<file path="config.mk">
export PLATFORM = sky130hd
export DESIGN_NAME = sdram_refresh_sched
export DESIGN_NICKNAME = d
export VERILOG_FILES = /design/src/rtl/sdram_rfsh_pkg.sv /design/src/rtl/rfsh_timer.sv /design/src/rtl/rfsh_pend.sv /design/src/rtl/rfsh_fsm.sv /design/src/rtl/sdram_refresh_sched.sv
export SDC_FILE = /design/constraint.sdc
export NUM_CORES = 1
export LEC_CHECK = 0
export ABC_AREA = 0
export BUFFER_PORTS_ARGS = -buffer_cell sky130_fd_sc_hd__buf_2
export CORE_ASPECT_RATIO = 0.7
export CORE_MARGIN = 2
export CORE_UTILIZATION = 57
export CTS_CLUSTER_DIAMETER = 40
export CTS_CLUSTER_SIZE = 40
export DETAILED_ROUTE_END_ITERATION = 6
export GPL_TIMING_DRIVEN = 0
export PLACE_DENSITY_LB_ADDON = 0.2
export SYNTH_ARGS = -nofsm -noshare
export SYNTH_HDL_FRONTEND = slang
export SYNTH_HIERARCHICAL = 1
export SYNTH_SLANG_ARGS = --single-unit
</file>
<file path="constraint.sdc">
create_clock -name clk_i -period 4.6 [get_ports clk_i]
set_input_delay 0.92 -clock clk_i [delete_from_list [all_inputs] [get_ports clk_i]]
set_output_delay 0.92 -clock clk_i [all_outputs]
set_load 0.02 [all_outputs]
</file>
<file path="src/rtl/sdram_rfsh_pkg.sv">
package sdram_rfsh_pkg;

  typedef enum logic [1:0] {
    ST_IDLE,
    ST_REQ,
    ST_PRE,
    ST_REF
  } rfsh_state_e;

  typedef struct packed {
    logic cs_n;
    logic ras_n;
    logic cas_n;
    logic we_n;
    logic a10;
  } sd_cmd_t;

  localparam sd_cmd_t CMD_DESEL = '{cs_n: 1'b1, ras_n: 1'b1, cas_n: 1'b1, we_n: 1'b1, a10: 1'b0};
  localparam sd_cmd_t CMD_NOP   = '{cs_n: 1'b0, ras_n: 1'b1, cas_n: 1'b1, we_n: 1'b1, a10: 1'b0};
  localparam sd_cmd_t CMD_PREA  = '{cs_n: 1'b0, ras_n: 1'b0, cas_n: 1'b1, we_n: 1'b0, a10: 1'b1};
  localparam sd_cmd_t CMD_AREF  = '{cs_n: 1'b0, ras_n: 1'b0, cas_n: 1'b0, we_n: 1'b1, a10: 1'b0};

  function automatic longint unsigned ceil_div(longint unsigned num, longint unsigned den);
    return (num + den - 1) / den;
  endfunction

endpackage

</file>
<file path="src/rtl/rfsh_timer.sv">
module rfsh_timer #(
  parameter int TREFI_CYC = 3120,
  parameter int TREF_CYC  = 6400000,
  parameter int BURST_CNT = 2048,
  parameter int ADD_W     = 12,
  localparam int MAX_CYC  = (TREF_CYC > TREFI_CYC) ? TREF_CYC : TREFI_CYC,
  localparam int CNT_W    = $clog2(MAX_CYC) + 1
) (
  input  logic             clk_i,
  input  logic             rst_ni,
  input  logic             burst_i,
  output logic             tick_o,
  output logic [ADD_W-1:0] add_o
);

  logic [CNT_W-1:0] cnt_q;
  logic [CNT_W-1:0] lim;

  assign lim    = burst_i ? CNT_W'(TREF_CYC - 1) : CNT_W'(TREFI_CYC - 1);
  assign tick_o = (cnt_q >= lim);
  assign add_o  = burst_i ? ADD_W'(BURST_CNT) : ADD_W'(1);

  always_ff @(posedge clk_i or negedge rst_ni) begin
    if (!rst_ni)     cnt_q <= '0;
    else if (tick_o) cnt_q <= '0;
    else             cnt_q <= cnt_q + 1'b1;
  end

  // expiries are never adjacent when the interval is longer than one clock
  p_tick_gap_r2: assert property (@(posedge clk_i) disable iff (!rst_ni)
    (tick_o && TREFI_CYC > 1 && TREF_CYC > 1) |=> !tick_o);

endmodule

</file>
<file path="src/rtl/rfsh_pend.sv">
module rfsh_pend #(
  parameter int PEND_MAX = 4096,
  parameter int ADD_W    = 12,
  localparam int PEND_W  = $clog2(PEND_MAX + 1)
) (
  input  logic             clk_i,
  input  logic             rst_ni,
  input  logic             tick_i,
  input  logic [ADD_W-1:0] add_i,
  input  logic             dec_i,
  output logic             nz_o
);

  logic [PEND_W-1:0] cnt_q;
  logic [31:0]       sum;

  // credit and issue on the same edge net out
  assign sum  = 32'(cnt_q) + (tick_i ? 32'(add_i) : 32'd0) - 32'(dec_i);
  assign nz_o = (cnt_q != '0);

  always_ff @(posedge clk_i or negedge rst_ni) begin
    if (!rst_ni)                    cnt_q <= '0;
    else if (sum > 32'(PEND_MAX))   cnt_q <= PEND_W'(PEND_MAX);
    else                            cnt_q <= PEND_W'(sum);
  end

  // a refresh is only consumed against an existing credit
  p_dec_needs_credit_r9: assert property (@(posedge clk_i) disable iff (!rst_ni)
    dec_i |-> cnt_q != '0);

  // count never exceeds the ceiling
  p_no_overflow_r10: assert property (@(posedge clk_i) disable iff (!rst_ni)
    32'(cnt_q) <= 32'(PEND_MAX));

endmodule

</file>
<file path="src/rtl/rfsh_fsm.sv">
module rfsh_fsm
  import sdram_rfsh_pkg::*;
#(
  parameter int NUM_BANKS = 2,
  parameter int TRC_CYC   = 13,
  parameter int TRP_CYC   = 4,
  localparam int MAX_W    = (TRC_CYC > TRP_CYC) ? TRC_CYC : TRP_CYC,
  localparam int WAIT_W   = $clog2(MAX_W + 1)
) (
  input  logic                 clk_i,
  input  logic                 rst_ni,
  input  logic                 pend_nz_i,
  input  logic                 gnt_i,
  input  logic [NUM_BANKS-1:0] bank_open_i,
  output logic                 req_o,
  output logic                 dec_o,
  output sd_cmd_t              cmd_o
);

  rfsh_state_e       state_q, state_d;
  logic [WAIT_W-1:0] wcnt_q, wcnt_d;
  logic              first_q, first_d;
  logic              pick;

  always_comb begin
    state_d = state_q;
    wcnt_d  = wcnt_q;
    first_d = 1'b0;
    pick    = 1'b0;
    dec_o   = 1'b0;
    unique case (state_q)
      ST_IDLE: if (pend_nz_i) state_d = ST_REQ;
      ST_REQ:  if (gnt_i) pick = 1'b1;
      ST_PRE, ST_REF: begin
        if (wcnt_q != '0) wcnt_d = wcnt_q - 1'b1;
        else              pick   = 1'b1;
      end
      default: state_d = ST_IDLE;
    endcase
    if (pick) begin
      if (!pend_nz_i) begin
        state_d = ST_IDLE;
      end else if (|bank_open_i) begin
        state_d = ST_PRE;
        wcnt_d  = WAIT_W'(TRP_CYC - 1);
        first_d = 1'b1;
      end else begin
        state_d = ST_REF;
        wcnt_d  = WAIT_W'(TRC_CYC - 1);
        first_d = 1'b1;
        dec_o   = 1'b1;
      end
    end
  end

  always_ff @(posedge clk_i or negedge rst_ni) begin
    if (!rst_ni) begin
      state_q <= ST_IDLE;
      wcnt_q  <= '0;
      first_q <= 1'b0;
    end else begin
      state_q <= state_d;
      wcnt_q  <= wcnt_d;
      first_q <= first_d;
    end
  end

  always_comb begin
    unique case (state_q)
      ST_PRE:  cmd_o = first_q ? CMD_PREA : CMD_NOP;
      ST_REF:  cmd_o = first_q ? CMD_AREF : CMD_NOP;
      default: cmd_o = CMD_DESEL;
    endcase
  end

  assign req_o = (state_q != ST_IDLE);

  // refresh only reaches the pins with every bank closed
  p_ref_banks_idle_r7: assert property (@(posedge clk_i) disable iff (!rst_ni)
    (cmd_o == CMD_AREF) |-> bank_open_i == '0);

  // a refresh is followed by a NOP when the cycle time exceeds one clock
  p_nop_after_ref_r8: assert property (@(posedge clk_i) disable iff (!rst_ni)
    (cmd_o == CMD_AREF && TRC_CYC > 1) |=> cmd_o == CMD_NOP);

  // pins stay deselected without a request
  p_desel_idle_r4: assert property (@(posedge clk_i) disable iff (!rst_ni)
    !req_o |-> cmd_o.cs_n);

  // a sampled grant starts a command on the next clock
  p_grant_starts_r5: assert property (@(posedge clk_i) disable iff (!rst_ni)
    (state_q == ST_REQ && gnt_i && pend_nz_i) |=> !cmd_o.cs_n && !cmd_o.ras_n);

endmodule

</file>
<file path="src/rtl/sdram_refresh_sched.sv">
module sdram_refresh_sched
  import sdram_rfsh_pkg::*;
#(
  parameter longint unsigned CLK_PERIOD_PS = 5000,
  parameter longint unsigned TRC_PS        = 63000,
  parameter longint unsigned TRP_PS        = 20000,
  parameter longint unsigned TREFI_PS      = 15600000,
  parameter longint unsigned TREF_PS       = 64'd32000000000,
  parameter int              BURST_CNT     = 2048,
  parameter int              PEND_MAX      = 4096,
  parameter int              NUM_BANKS     = 2
) (
  input  logic                 clk_i,
  input  logic                 rst_ni,
  input  logic                 burst_mode_i,
  input  logic [NUM_BANKS-1:0] bank_open_i,
  input  logic                 gnt_i,
  output logic                 req_o,
  output logic                 cke_o,
  output logic                 cs_n_o,
  output logic                 ras_n_o,
  output logic                 cas_n_o,
  output logic                 we_n_o,
  output logic                 a10_o
);

  localparam int TRC_RAW   = int'(ceil_div(TRC_PS, CLK_PERIOD_PS));
  localparam int TRP_RAW   = int'(ceil_div(TRP_PS, CLK_PERIOD_PS));
  localparam int TRC_CYC   = (TRC_RAW < 1) ? 1 : TRC_RAW;
  localparam int TRP_CYC   = (TRP_RAW < 1) ? 1 : TRP_RAW;
  localparam int TREFI_CYC = int'(ceil_div(TREFI_PS, CLK_PERIOD_PS));
  localparam int TREF_CYC  = int'(ceil_div(TREF_PS, CLK_PERIOD_PS));
  localparam int ADD_W     = $clog2(BURST_CNT + 1);

  logic             tick;
  logic [ADD_W-1:0] add;
  logic             pend_nz;
  logic             dec;
  sd_cmd_t          cmd;

  rfsh_timer #(
    .TREFI_CYC (TREFI_CYC),
    .TREF_CYC  (TREF_CYC),
    .BURST_CNT (BURST_CNT),
    .ADD_W     (ADD_W)
  ) u_timer (
    .clk_i   (clk_i),
    .rst_ni  (rst_ni),
    .burst_i (burst_mode_i),
    .tick_o  (tick),
    .add_o   (add)
  );

  rfsh_pend #(
    .PEND_MAX (PEND_MAX),
    .ADD_W    (ADD_W)
  ) u_pend (
    .clk_i  (clk_i),
    .rst_ni (rst_ni),
    .tick_i (tick),
    .add_i  (add),
    .dec_i  (dec),
    .nz_o   (pend_nz)
  );

  rfsh_fsm #(
    .NUM_BANKS (NUM_BANKS),
    .TRC_CYC   (TRC_CYC),
    .TRP_CYC   (TRP_CYC)
  ) u_fsm (
    .clk_i       (clk_i),
    .rst_ni      (rst_ni),
    .pend_nz_i   (pend_nz),
    .gnt_i       (gnt_i),
    .bank_open_i (bank_open_i),
    .req_o       (req_o),
    .dec_o       (dec),
    .cmd_o       (cmd)
  );

  assign cke_o   = 1'b1;
  assign cs_n_o  = cmd.cs_n;
  assign ras_n_o = cmd.ras_n;
  assign cas_n_o = cmd.cas_n;
  assign we_n_o  = cmd.we_n;
  assign a10_o   = cmd.a10;

endmodule

</file>
==> run summary, run 1 <==
Peak Freq -> 219 MHz
GPL Wtd Cong -> 0.845
DR WL/cell -> 15.2 µm
Nets -> 468
Hold Buf Count CTS -> 0
core region area -> 0.00578 mm²
die height -> 69.2 µm
Worst-Margin Slew -> 1.00 ns
WL final -> 7590 µm
final instance area -> 0.00409 mm²
minimum clock period -> 4.57 ns
Post-synth top flop -> dfrtp_1
footprint of the multi-input gates -> 0.00230 mm²
Synth Register Bits -> 44
die width -> 97.1 µm
pins over their slew limit -> 0
Starting Density -> 59.8%
Placed Area -> 0.00370 mm²
Worst Path Required -> 4.82 ns
post-route total power -> 0.00233 W
Post-synth ARST share -> 100%
largest family of logic cells by synthesized area -> simple AND/OR/NAND/NOR gates
RSZ-0062 raised after global routing -> true
maximum vdd drop -> 0.410 mV
CP Capture Type -> flip-flop
Pre-Repair DR Iteration Count -> 4
WP data arrival -> 4.79 ns
Setup WS post-layout -> 0.0306 ns
status -> complete, no violations
CTS HTree Levels -> 2
HP Class -> flip-flop to flip-flop
initial antenna violation count -> 0
total track usage -> 23.0%
sequential cell area -> 0.00110 mm²
Synth Area in Simple Gates -> 24.1%
leakage power -> 1.96 nW
xor-xnor portion of the synthesized cell area -> 7.85%
Clock Skews -> 0.0126 ns
CTS sink cnt -> 44
Final setup viols -> 0
complex-gate fraction of the synthesized area -> 11.1%
Synth warnings -> 6
Post-synth EDFFs -> 0
crit-path max FO -> 7
Cell Area, Synth -> 0.00346 mm²
reg2reg start -> u_pend/cnt_q[1]$_DFF_PN0_
mux cell area share after synthesis -> 0.869%
post-synthesis sequential area ratio -> 31.8%
Row Count -> 23
Synth cell types -> 66
num ports -> 13
ANT nets after route -> 0
max_slew headroom -> 33.2%
dpl ws -> -1.01 ns
CTS tree -> done
pin count of the biggest net entering global routing -> 45
Clk Tree Root Cell -> clkbuf_8
grt total ovfl -> 0
Vias -> 2777
n_diodes -> 0
critical path class -> primary input to flip-flop
TritonCTS Buffers -> 5
most common cell after layout, fill and taps aside -> inv_1
crit path launch -> burst_mode_i
Hold Violations, Final -> 0
Hold Startpoint -> u_timer/cnt_q[0]$_DFF_PN0_
Final Cycle Share -> 99.3%
most frequent cells in the layout -> inv_1, dfrtp_1, nor2_1, ha_1, nand2_1
first-pass GRT wire length -> 12600 µm
vias in the first global route -> 2646
maxcap violations -> 0
Die ar. -> 0.00671 mm²
Vias/cell -> 5.58
Layout area overhead -> 18.3%
Syn Area/Cell -> 9.00 µm²
I/O Buffers -> 11
filler cell count -> 436
HPWL Detailed -> 5350 µm
Max clock buf depth -> 2
Post-Synth Adder-Cell Area -> 14.7%
Post-route DRC -> 0
Post-Syn Instances -> 384
clk_lat worst skew -> 0.29 ns
P per Cell Area -> 571 mW/mm²
WHS -> 0.488 ns
clock-pin slew of the registers on the worst-case setup and hold paths -> 0.09 ns
CP Launch Type -> primary input
utilization after layout -> 70.7%
layout cells sized above 1 -> 23.6%
DRT iter0 DRCs -> 113
==> Yosys cell counts, types with 2 or more instances <==
cell / number / area (µm²)
inv_1: 53 / 199
dfrtp_1: 44 / 1100
ha_1: 39 / 488
nor2_1: 37 / 139
nand2_1: 29 / 109
xnor2_1: 22 / 193
buf_4: 12 / 90.1
nand3_1: 12 / 60.1
nor3_1: 10 / 50.1
xor2_1: 9 / 78.8
a21oi_1: 8 / 40.0
a21o_1: 7 / 52.6
nor3b_1: 7 / 52.6
o21ai_0: 7 / 35.0
and3_1: 5 / 31.3
nand4_1: 5 / 31.3
nor4_1: 4 / 25.0
a31oi_1: 3 / 18.8
clkbuf_1: 3 / 11.3
mux2i_1: 3 / 30.0
nor2b_1: 3 / 18.8
nor4_2: 3 / 37.5
o21a_1: 3 / 22.5
a211oi_1: 2 / 15.0
a211oi_2: 2 / 25.0
a311o_1: 2 / 20.0
a311oi_1: 2 / 17.5
a41oi_2: 2 / 32.5
buf_2: 2 / 10.0
conb_1: 2 / 7.51
nor2_2: 2 / 12.5
nor3_2: 2 / 20.0
o21bai_1: 2 / 15.0
or2_2: 2 / 12.5
or4_1: 2 / 15.0
or4bb_1: 2 / 22.5
==> flip-flops by register name, indices dropped and copies added, names as in the netlist <==
signal / count
u_timer/cnt_q: 24
u_pend/cnt_q: 13
u_fsm/wcnt_q: 4
u_fsm/state_q: 2
u_fsm/first_q: 1
==> stage by stage <==
stage                     setup TNS, ns  instances
after global placement           -11.11        479
after CTS                             0        494
after floorplan                   -1.00        393
after detailed placement         -11.74        479
after global routing             -0.842        498
final                                 0        498
==> timing repair <==
| action | 4_1_cts | 5_1_grt |
|---|---|---|
| gates resized for setup | 20 | 16 |
| buffers inserted | 8 | 5 |
| setup endpoints to repair | 13 | 13 |
| pin swaps | 11 | 12 |
==> layer usage <==
metal	up-vias	track usage, %	wire length [µm]
met3	6	3.65	252
met1	1341	35.6	4020
met2	50	34.6	3270
li1	1380	-	-
met5	-	0	0
met4	0	3.60	55
==> final timing paths <==
| kind | endpoint | slack (ns) | cells past startpoint |
|---|---|---|---|
| min in group asynchronous | u_timer/cnt_q[19]$_DFF_PN0_ | 0.79 | 1 |
| max in group asynchronous | u_pend/cnt_q[11]$_DFF_PN0_ | 3.19 | 1 |
| worst min-delay path | u_timer/cnt_q[0]$_DFF_PN0_ | 0.49 | 1 |
| worst max register to register | u_pend/cnt_q[2]$_DFF_PN0_ | 0.50 | 16 |
| worst max-delay path | u_pend/cnt_q[2]$_DFF_PN0_ | 0.03 | 19 |
| worst min register to register | u_timer/cnt_q[0]$_DFF_PN0_ | 0.49 | 1 |
==> report_power, final <==
part           switching (W)  total, W  internal [W]
sequential         0.0000470  0.000502      0.000455
clock               0.000140  0.000303      0.000164
combinational       0.000855   0.00153      0.000674
total                0.00104   0.00233       0.00129
==> cell type report <==
class / count / share of cell area [%]
Multi-Input combinational cell: 278 / 56.3
Sequential cell: 44 / 26.9
Inverter: 53 / 4.95
Timing Repair Buffer: 24 / 3.98
Buffer: 16 / 2.78
Tap cell: 75 / 2.29
Clock buffer: 5 / 1.68
Clock inverter: 3 / 1.13
==> worst max-delay path, stage by stage <==
cell	delay, ns
buf_8	0.08
clkinvlp_4	0.17
ha_4	0.32
or4bb_4	0.57
nor3_4	0.17
o21ai_2	0.10
nand3_4	0.13
nand2_2	0.07
ha_4	0.26
inv_2	0.04
ha_4	0.15
fa_2	0.41
a211oi_2	0.23
o21a_1	0.18
o21a_1	0.18
o21bai_2	0.09
xnor2_2	0.24
a41oi_4	0.25
nor3b_2	0.22
==> cell families after synthesis <==
logic type      Yosys count
simple gates            143
buf+inv                  71
compound gates           50
flops                    44
fa+ha+maj                40
xor+xnor                 31
mux                       3
other cells               2
No activity file was read; power rests on OpenSTA's default activity.
==> run 2, diff against run 1 <==
--- a/config.mk
+++ b/config.mk
@@ -7,9 +7,11 @@
 export LEC_CHECK = 0
 export ABC_AREA = 0
 export BUFFER_PORTS_ARGS = -buffer_cell sky130_fd_sc_hd__buf_2
+export CELL_PAD_IN_SITES_DETAIL_PLACEMENT = 0
+export CELL_PAD_IN_SITES_GLOBAL_PLACEMENT = 1
 export CORE_ASPECT_RATIO = 0.7
 export CORE_MARGIN = 2
-export CORE_UTILIZATION = 57
+export CORE_UTILIZATION = 44
 export CTS_CLUSTER_DIAMETER = 40
 export CTS_CLUSTER_SIZE = 40
 export DETAILED_ROUTE_END_ITERATION = 6
==> run summary, run 2 (synthesis gave the netlist of run 1 again) <==
RSZ-0062 raised after global routing -> true
Peak Freq -> 214 MHz
layout cells sized above 1 -> 27.0%
Vias -> 2689
Net Sw Power -> 0.00118 W
n_diodes -> 0
DR WL/cell -> 14.8 µm
die height -> 78.2 µm
filler cell count -> 741
Starting Density -> 44.7%
dpl ws -> -1.03 ns
clk_lat worst skew -> 0.31 ns
CTS HTree Levels -> 2
Row Count -> 27
first-pass GRT wire length -> 13400 µm
logic gate share of total power -> 71.4%
Worst path max stage delay -> 0.53 ns
grt total ovfl -> 0
leakage power -> 2.01 nW
ANT nets after route -> 0
maxcap violations -> 0
Top Registers -> u_timer/cnt_q (24), u_pend/cnt_q (13), u_fsm/wcnt_q (4)
Layout area overhead -> 21.6%
Internal -> 0.00144 W
Worst Path Required -> 4.83 ns
P per Cell Area -> 624 mW/mm²
total track usage -> 20.2%
crit-path cells -> buf_8 > clkinvlp_4 > ha_4 > or4bb_4 > nor2_2 > o2111ai_2 > nand3_2 > nand2_2 > ha_4 > inv_2 > ha_4 > fa_2 > a211oi_2 > o21a_1 > o21a_1 > o21bai_2 > xnor2_2 > a41oi_4 > buf_12 > nor3b_4
Pre-Repair DR Iteration Count -> 4
Worst-Margin Slew -> 1.00 ns
most common cell after layout, fill and taps aside -> inv_1
Clk Tree Root Cell -> clkbuf_8
status -> finished with violations
pin count of the biggest net entering global routing -> 45
HP Class -> flip-flop to flip-flop
Hold Violations, Final -> 0
HPWL Detailed -> 5600 µm
WP data arrival -> 4.89 ns
GPL Wtd Cong -> 0.790
vias in the first global route -> 2722
initial antenna violation count -> 0
Setup WS post-layout -> -0.0622 ns
minimum clock period -> 4.66 ns
Clock Skews -> 0.0111 ns
Final setup viols -> 6
Die ar. -> 0.00859 mm²
WL final -> 7860 µm
Biggest register -> u_timer/cnt_q
CP Capture Type -> flip-flop
maximum vdd drop -> 0.404 mV
Post-route DRC -> 0
TritonCTS Buffers -> 5
most frequent cells in the layout -> inv_1, dfrtp_1, ha_1
switch share -> 45.0%
core region area -> 0.00774 mm²
clock share of power -> 9.5%
Hold Buf Count CTS -> 0
critical path class -> primary input to flip-flop
clock-pin slew of the registers on the worst-case setup and hold paths -> 0.09 ns
Max clock buf depth -> 2
pins over their slew limit -> 0
slowest CP cell -> or4bb_4
CP Launch Type -> primary input
violated checks -> negative setup slack
Nets -> 475
Final Cycle Share -> 101%
delay-heaviest family, CP -> adder cells
Vias/cell -> 5.06
DRT iter0 DRCs -> 150
die width -> 110 µm
Seq pwr share -> 19.1%
CTS sink cnt -> 44
Bufs and invs on worst path -> 4
utilization after layout -> 54.3%
max_slew headroom -> 33.2%
crit-path max FO -> 7
I/O Buffers -> 11
num ports -> 13
CTS tree -> done
most repeated library cell on the critical path -> ha_4
Largest register FFs -> 24
[run 2: cell count changes in the layout (fill, tap and decap cells not counted), moves of 2 or more]
cell      before  now
nand3_2        1    3
nor3b_2        5    3
xnor2_2        2    4
buf_6          1    3
xnor2_1       20   18
nor2_1        35   33
clkinv_2       0    2
nor3_1         8    6
buf_4         25   29
nor3b_4        0    2
a21oi_2        0    2
nor2_2         3    5
[run 2: worst paths after layout]
kind,startpoint,to,slack (ns),cells past startpoint
min,u_timer/cnt_q[0]$_DFF_PN0_,u_timer/cnt_q[0]$_DFF_PN0_,0.49,1
min in group asynchronous,rst_ni,u_timer/cnt_q[18]$_DFF_PN0_,0.77,1
max in group asynchronous,rst_ni,u_timer/cnt_q[3]$_DFF_PN0_,3.19,1
max reg2reg,u_pend/cnt_q[1]$_DFF_PN0_,u_pend/cnt_q[1]$_DFF_PN0_,0.41,17
max,burst_mode_i,u_pend/cnt_q[1]$_DFF_PN0_,-0.06,20
min reg2reg,u_timer/cnt_q[0]$_DFF_PN0_,u_timer/cnt_q[0]$_DFF_PN0_,0.49,1
[run 2: cell type report]
class                   instances  area (µm²)  area share [%]
plain buffers                  16         114            2.71
repair buffers                 31         235            5.60
clock inverters                 3        18.8           0.446
clock buffers                   5        68.8            1.64
well taps                     101         126            3.01
inverters                      53         203            4.82
multi-input cells             278        2340            55.6
flip-flops and latches         44        1100            26.2
[run 2: power by group through the flow]
| stage | Combinational, W | Clock [W] | Sequential (W) |
|---|---|---|---|
| global route | 0.00202 | 0.000272 | 0.000511 |
| global placement | 0.00122 | 0 | 0.000507 |
| detailed placement | 0.00123 | 0 | 0.000508 |
| CTS | 0.00151 | 0.000255 | 0.000500 |
| finish | 0.00187 | 0.000248 | 0.000502 |
| floorplan | 0.000993 | 0 | 0.000493 |
[run 2: repair_timing]
action                                  in CTS  in global routing
pin swaps                                   21                 25
buffers inserted                            17                  3
endpoints found under the setup margin      13                 13
gates cloned                                 0                  0
resized for setup                           19                 28
[run 2: routing by layer]
layer  track usage, %  part of all wire [%]  wire length, µm
met4             3.80                  0.75               59
met3             3.49                   1.7              135
met1             32.3                    57             4500
met5                0                     0                0
met2             28.3                    40             3160
[run 2: stage by stage]
step	TNS (ns)	instance area, µm²	std cells	total power, W	hold WS (ns)
after detailed placement	-11.72	3730	505	0.00174	0.473
after floorplan	-1.00	3550	393	0.00149	0.445
after global placement	-12.01	3730	505	0.00173	0.470
final	-0.230	4200	531	0.00262	0.494
after global routing	-1.15	4200	531	0.00281	0.536
after CTS	-0.0992	4030	529	0.00227	0.495
==> run 3, diff against run 2 <==
--- a/config.mk
+++ b/config.mk
@@ -16,6 +16,7 @@
 export CTS_CLUSTER_SIZE = 40
 export DETAILED_ROUTE_END_ITERATION = 6
 export GPL_TIMING_DRIVEN = 0
+export MAX_ROUTING_LAYER = met4
 export PLACE_DENSITY_LB_ADDON = 0.2
 export SYNTH_ARGS = -nofsm -noshare
 export SYNTH_HDL_FRONTEND = slang
==> run summary, run 3 (synthesis gave the netlist of run 1 again) <==
status -> finished with violations
violated checks -> negative setup slack
clk_lat worst skew -> 0.30 ns
critical path class -> primary input to flip-flop
most common cell after layout, fill and taps aside -> inv_1
Max clock buf depth -> 2
P per Cell Area -> 624 mW/mm²
max_slew headroom -> 33.5%
initial antenna violation count -> 0
Worst-Margin Slew -> 0.998 ns
GPL Wtd Cong -> 0.801
CTS tree -> done
pins over their slew limit -> 0
reg2reg setup slack -> 0.41 ns
Finished Layout Cells -> 531
Nets -> 475
CTS sink cnt -> 44
Top Registers -> u_timer/cnt_q (24), u_pend/cnt_q (13), u_fsm/wcnt_q (4)
vias in the first global route -> 2731
Layout area overhead -> 21.6%
Final Cycle Share -> 101%
maximum vdd drop -> 0.404 mV
TritonCTS Buffers -> 5
leakage power -> 2.01 nW
grt total ovfl -> 0
CP Launch Type -> primary input
crit-path max FO -> 7
die height -> 78.2 µm
Starting Density -> 44.7%
minimum clock period -> 4.66 ns
clock-pin slew of the registers on the worst-case setup and hold paths -> 0.09 ns
n_diodes -> 0
Pre-Repair DR Iteration Count -> 4
core region area -> 0.00774 mm²
Die ar. -> 0.00859 mm²
first-pass GRT wire length -> 13400 µm
Hold Startpoint -> u_timer/cnt_q[0]$_DFF_PN0_
Largest register FFs -> 24
most frequent cells in the layout -> inv_1, dfrtp_1, ha_1
CTS HTree Levels -> 2
Hold Buf Count CTS -> 0
number of cells on the worst hold path -> 1
WP data arrival -> 4.88 ns
CP Capture Type -> flip-flop
Biggest register -> u_timer/cnt_q
layout cells sized above 1 -> 27.0%
I/O Buffers -> 11
HP Class -> flip-flop to flip-flop
dpl ws -> -1.03 ns
RR Endpoint -> u_pend/cnt_q[1]$_DFF_PN0_
num ports -> 13
Vias -> 2698
DRT iter0 DRCs -> 126
Final setup viols -> 6
ANT nets after route -> 0
reg2reg start -> u_pend/cnt_q[1]$_DFF_PN0_
Clock Skews -> 0.00969 ns
Worst Hold Path EP -> u_timer/cnt_q[0]$_DFF_PN0_
filler cell count -> 741
die width -> 110 µm
Clk Tree Root Cell -> clkbuf_8
total track usage -> 20.8%
maxcap violations -> 0
Inst Count DP -> 505
Worst Path Required -> 4.83 ns
Vias/cell -> 5.08
worst reg2reg path depth -> 17
Row Count -> 27
Hold Violations, Final -> 0
DR WL/cell -> 14.8 µm
RSZ-0062 raised after global routing -> true
Post-route DRC -> 0
HPWL Detailed -> 5600 µm
Setup WS post-layout -> -0.0550 ns
WL final -> 7860 µm
pin count of the biggest net entering global routing -> 45
Peak Freq -> 215 MHz
## run 3: cell counts in the layout (fill, tap and decap cells not counted)
Identical to the previous run, type by type.
## run 3: power by group
part | total, W | internal [W] | leakage (nW) | switching (W)
sequential | 0.000502 | 0.000455 | 0.582 | 0.0000474
combinational | 0.00187 | 0.000882 | 1.38 | 0.000991
clock | 0.000247 | 0.000106 | 0.0479 | 0.000141
## run 3: per-stage QoR
stage	power [W]	instance area, µm²	setup TNS, ns	utilization [%]	hold WS [ns]
3_5_place_dp	0.00174	3730	-11.72	48.2	0.473
6_report	0.00262	4200	-0.188	54.3	0.494
4_1_cts	0.00227	4030	-0.0992	52.1	0.495
2_1_floorplan	0.00149	3550	-1.00	-	0.445
5_1_grt	0.00280	4200	-1.15	54.3	0.536
3_3_place_gp	0.00173	3730	-12.01	48.2	0.470
## run 3: worst max-delay path by stage
stage / startpoint / end / slack [ns]
2_1_floorplan: burst_mode_i / u_pend/cnt_q[0]$_DFF_PN0_ / -0.13
3_3_place_gp: burst_mode_i / u_pend/cnt_q[1]$_DFF_PN0_ / -1.06
3_5_place_dp: burst_mode_i / u_pend/cnt_q[3]$_DFF_PN0_ / -1.03
4_1_cts: burst_mode_i / u_pend/cnt_q[1]$_DFF_PN0_ / -0.04
5_1_grt: burst_mode_i / u_pend/cnt_q[1]$_DFF_PN0_ / -0.18
6_report: burst_mode_i / u_pend/cnt_q[1]$_DFF_PN0_ / -0.06
## run 3: repair_timing
action	CTS	global route
setup endpoints to repair	13	13
resized for setup	19	28
setup buffers	17	3
pin swaps	21	25
## run 3: routing by layer
metal | wire, µm | track usage, % | up-vias
met5 | 0 | - | -
met4 | 63 | 3.80 | 0
met3 | 179 | 3.49 | 5
met2 | 3180 | 28.5 | 25
met1 | 4440 | 32.0 | 1277
li1 | - | - | 1391
## run 3: worst max-delay path: stages
cell,delay (ns)
buf_8,0.08
clkinvlp_4,0.18
ha_4,0.33
or4bb_4,0.53
nor2_2,0.13
o2111ai_2,0.13
nand3_2,0.16
nand2_2,0.08
ha_4,0.26
inv_2,0.04
ha_4,0.15
fa_2,0.40
a211oi_2,0.22
o21a_1,0.19
o21a_1,0.19
o21bai_2,0.11
xnor2_2,0.27
a41oi_4,0.17
buf_12,0.17
nor3b_4,0.17
## run 3: area by class of cell
class	instances	area (µm²)	area share, %
plain buffers	16	114	2.71
clock buffers	5	68.8	1.64
clock inverters	3	18.8	0.446
inverters	53	203	4.82
multi-input cells	278	2340	55.6
flip-flops and latches	44	1100	26.2
well taps	101	126	3.01
repair buffers	31	235	5.60
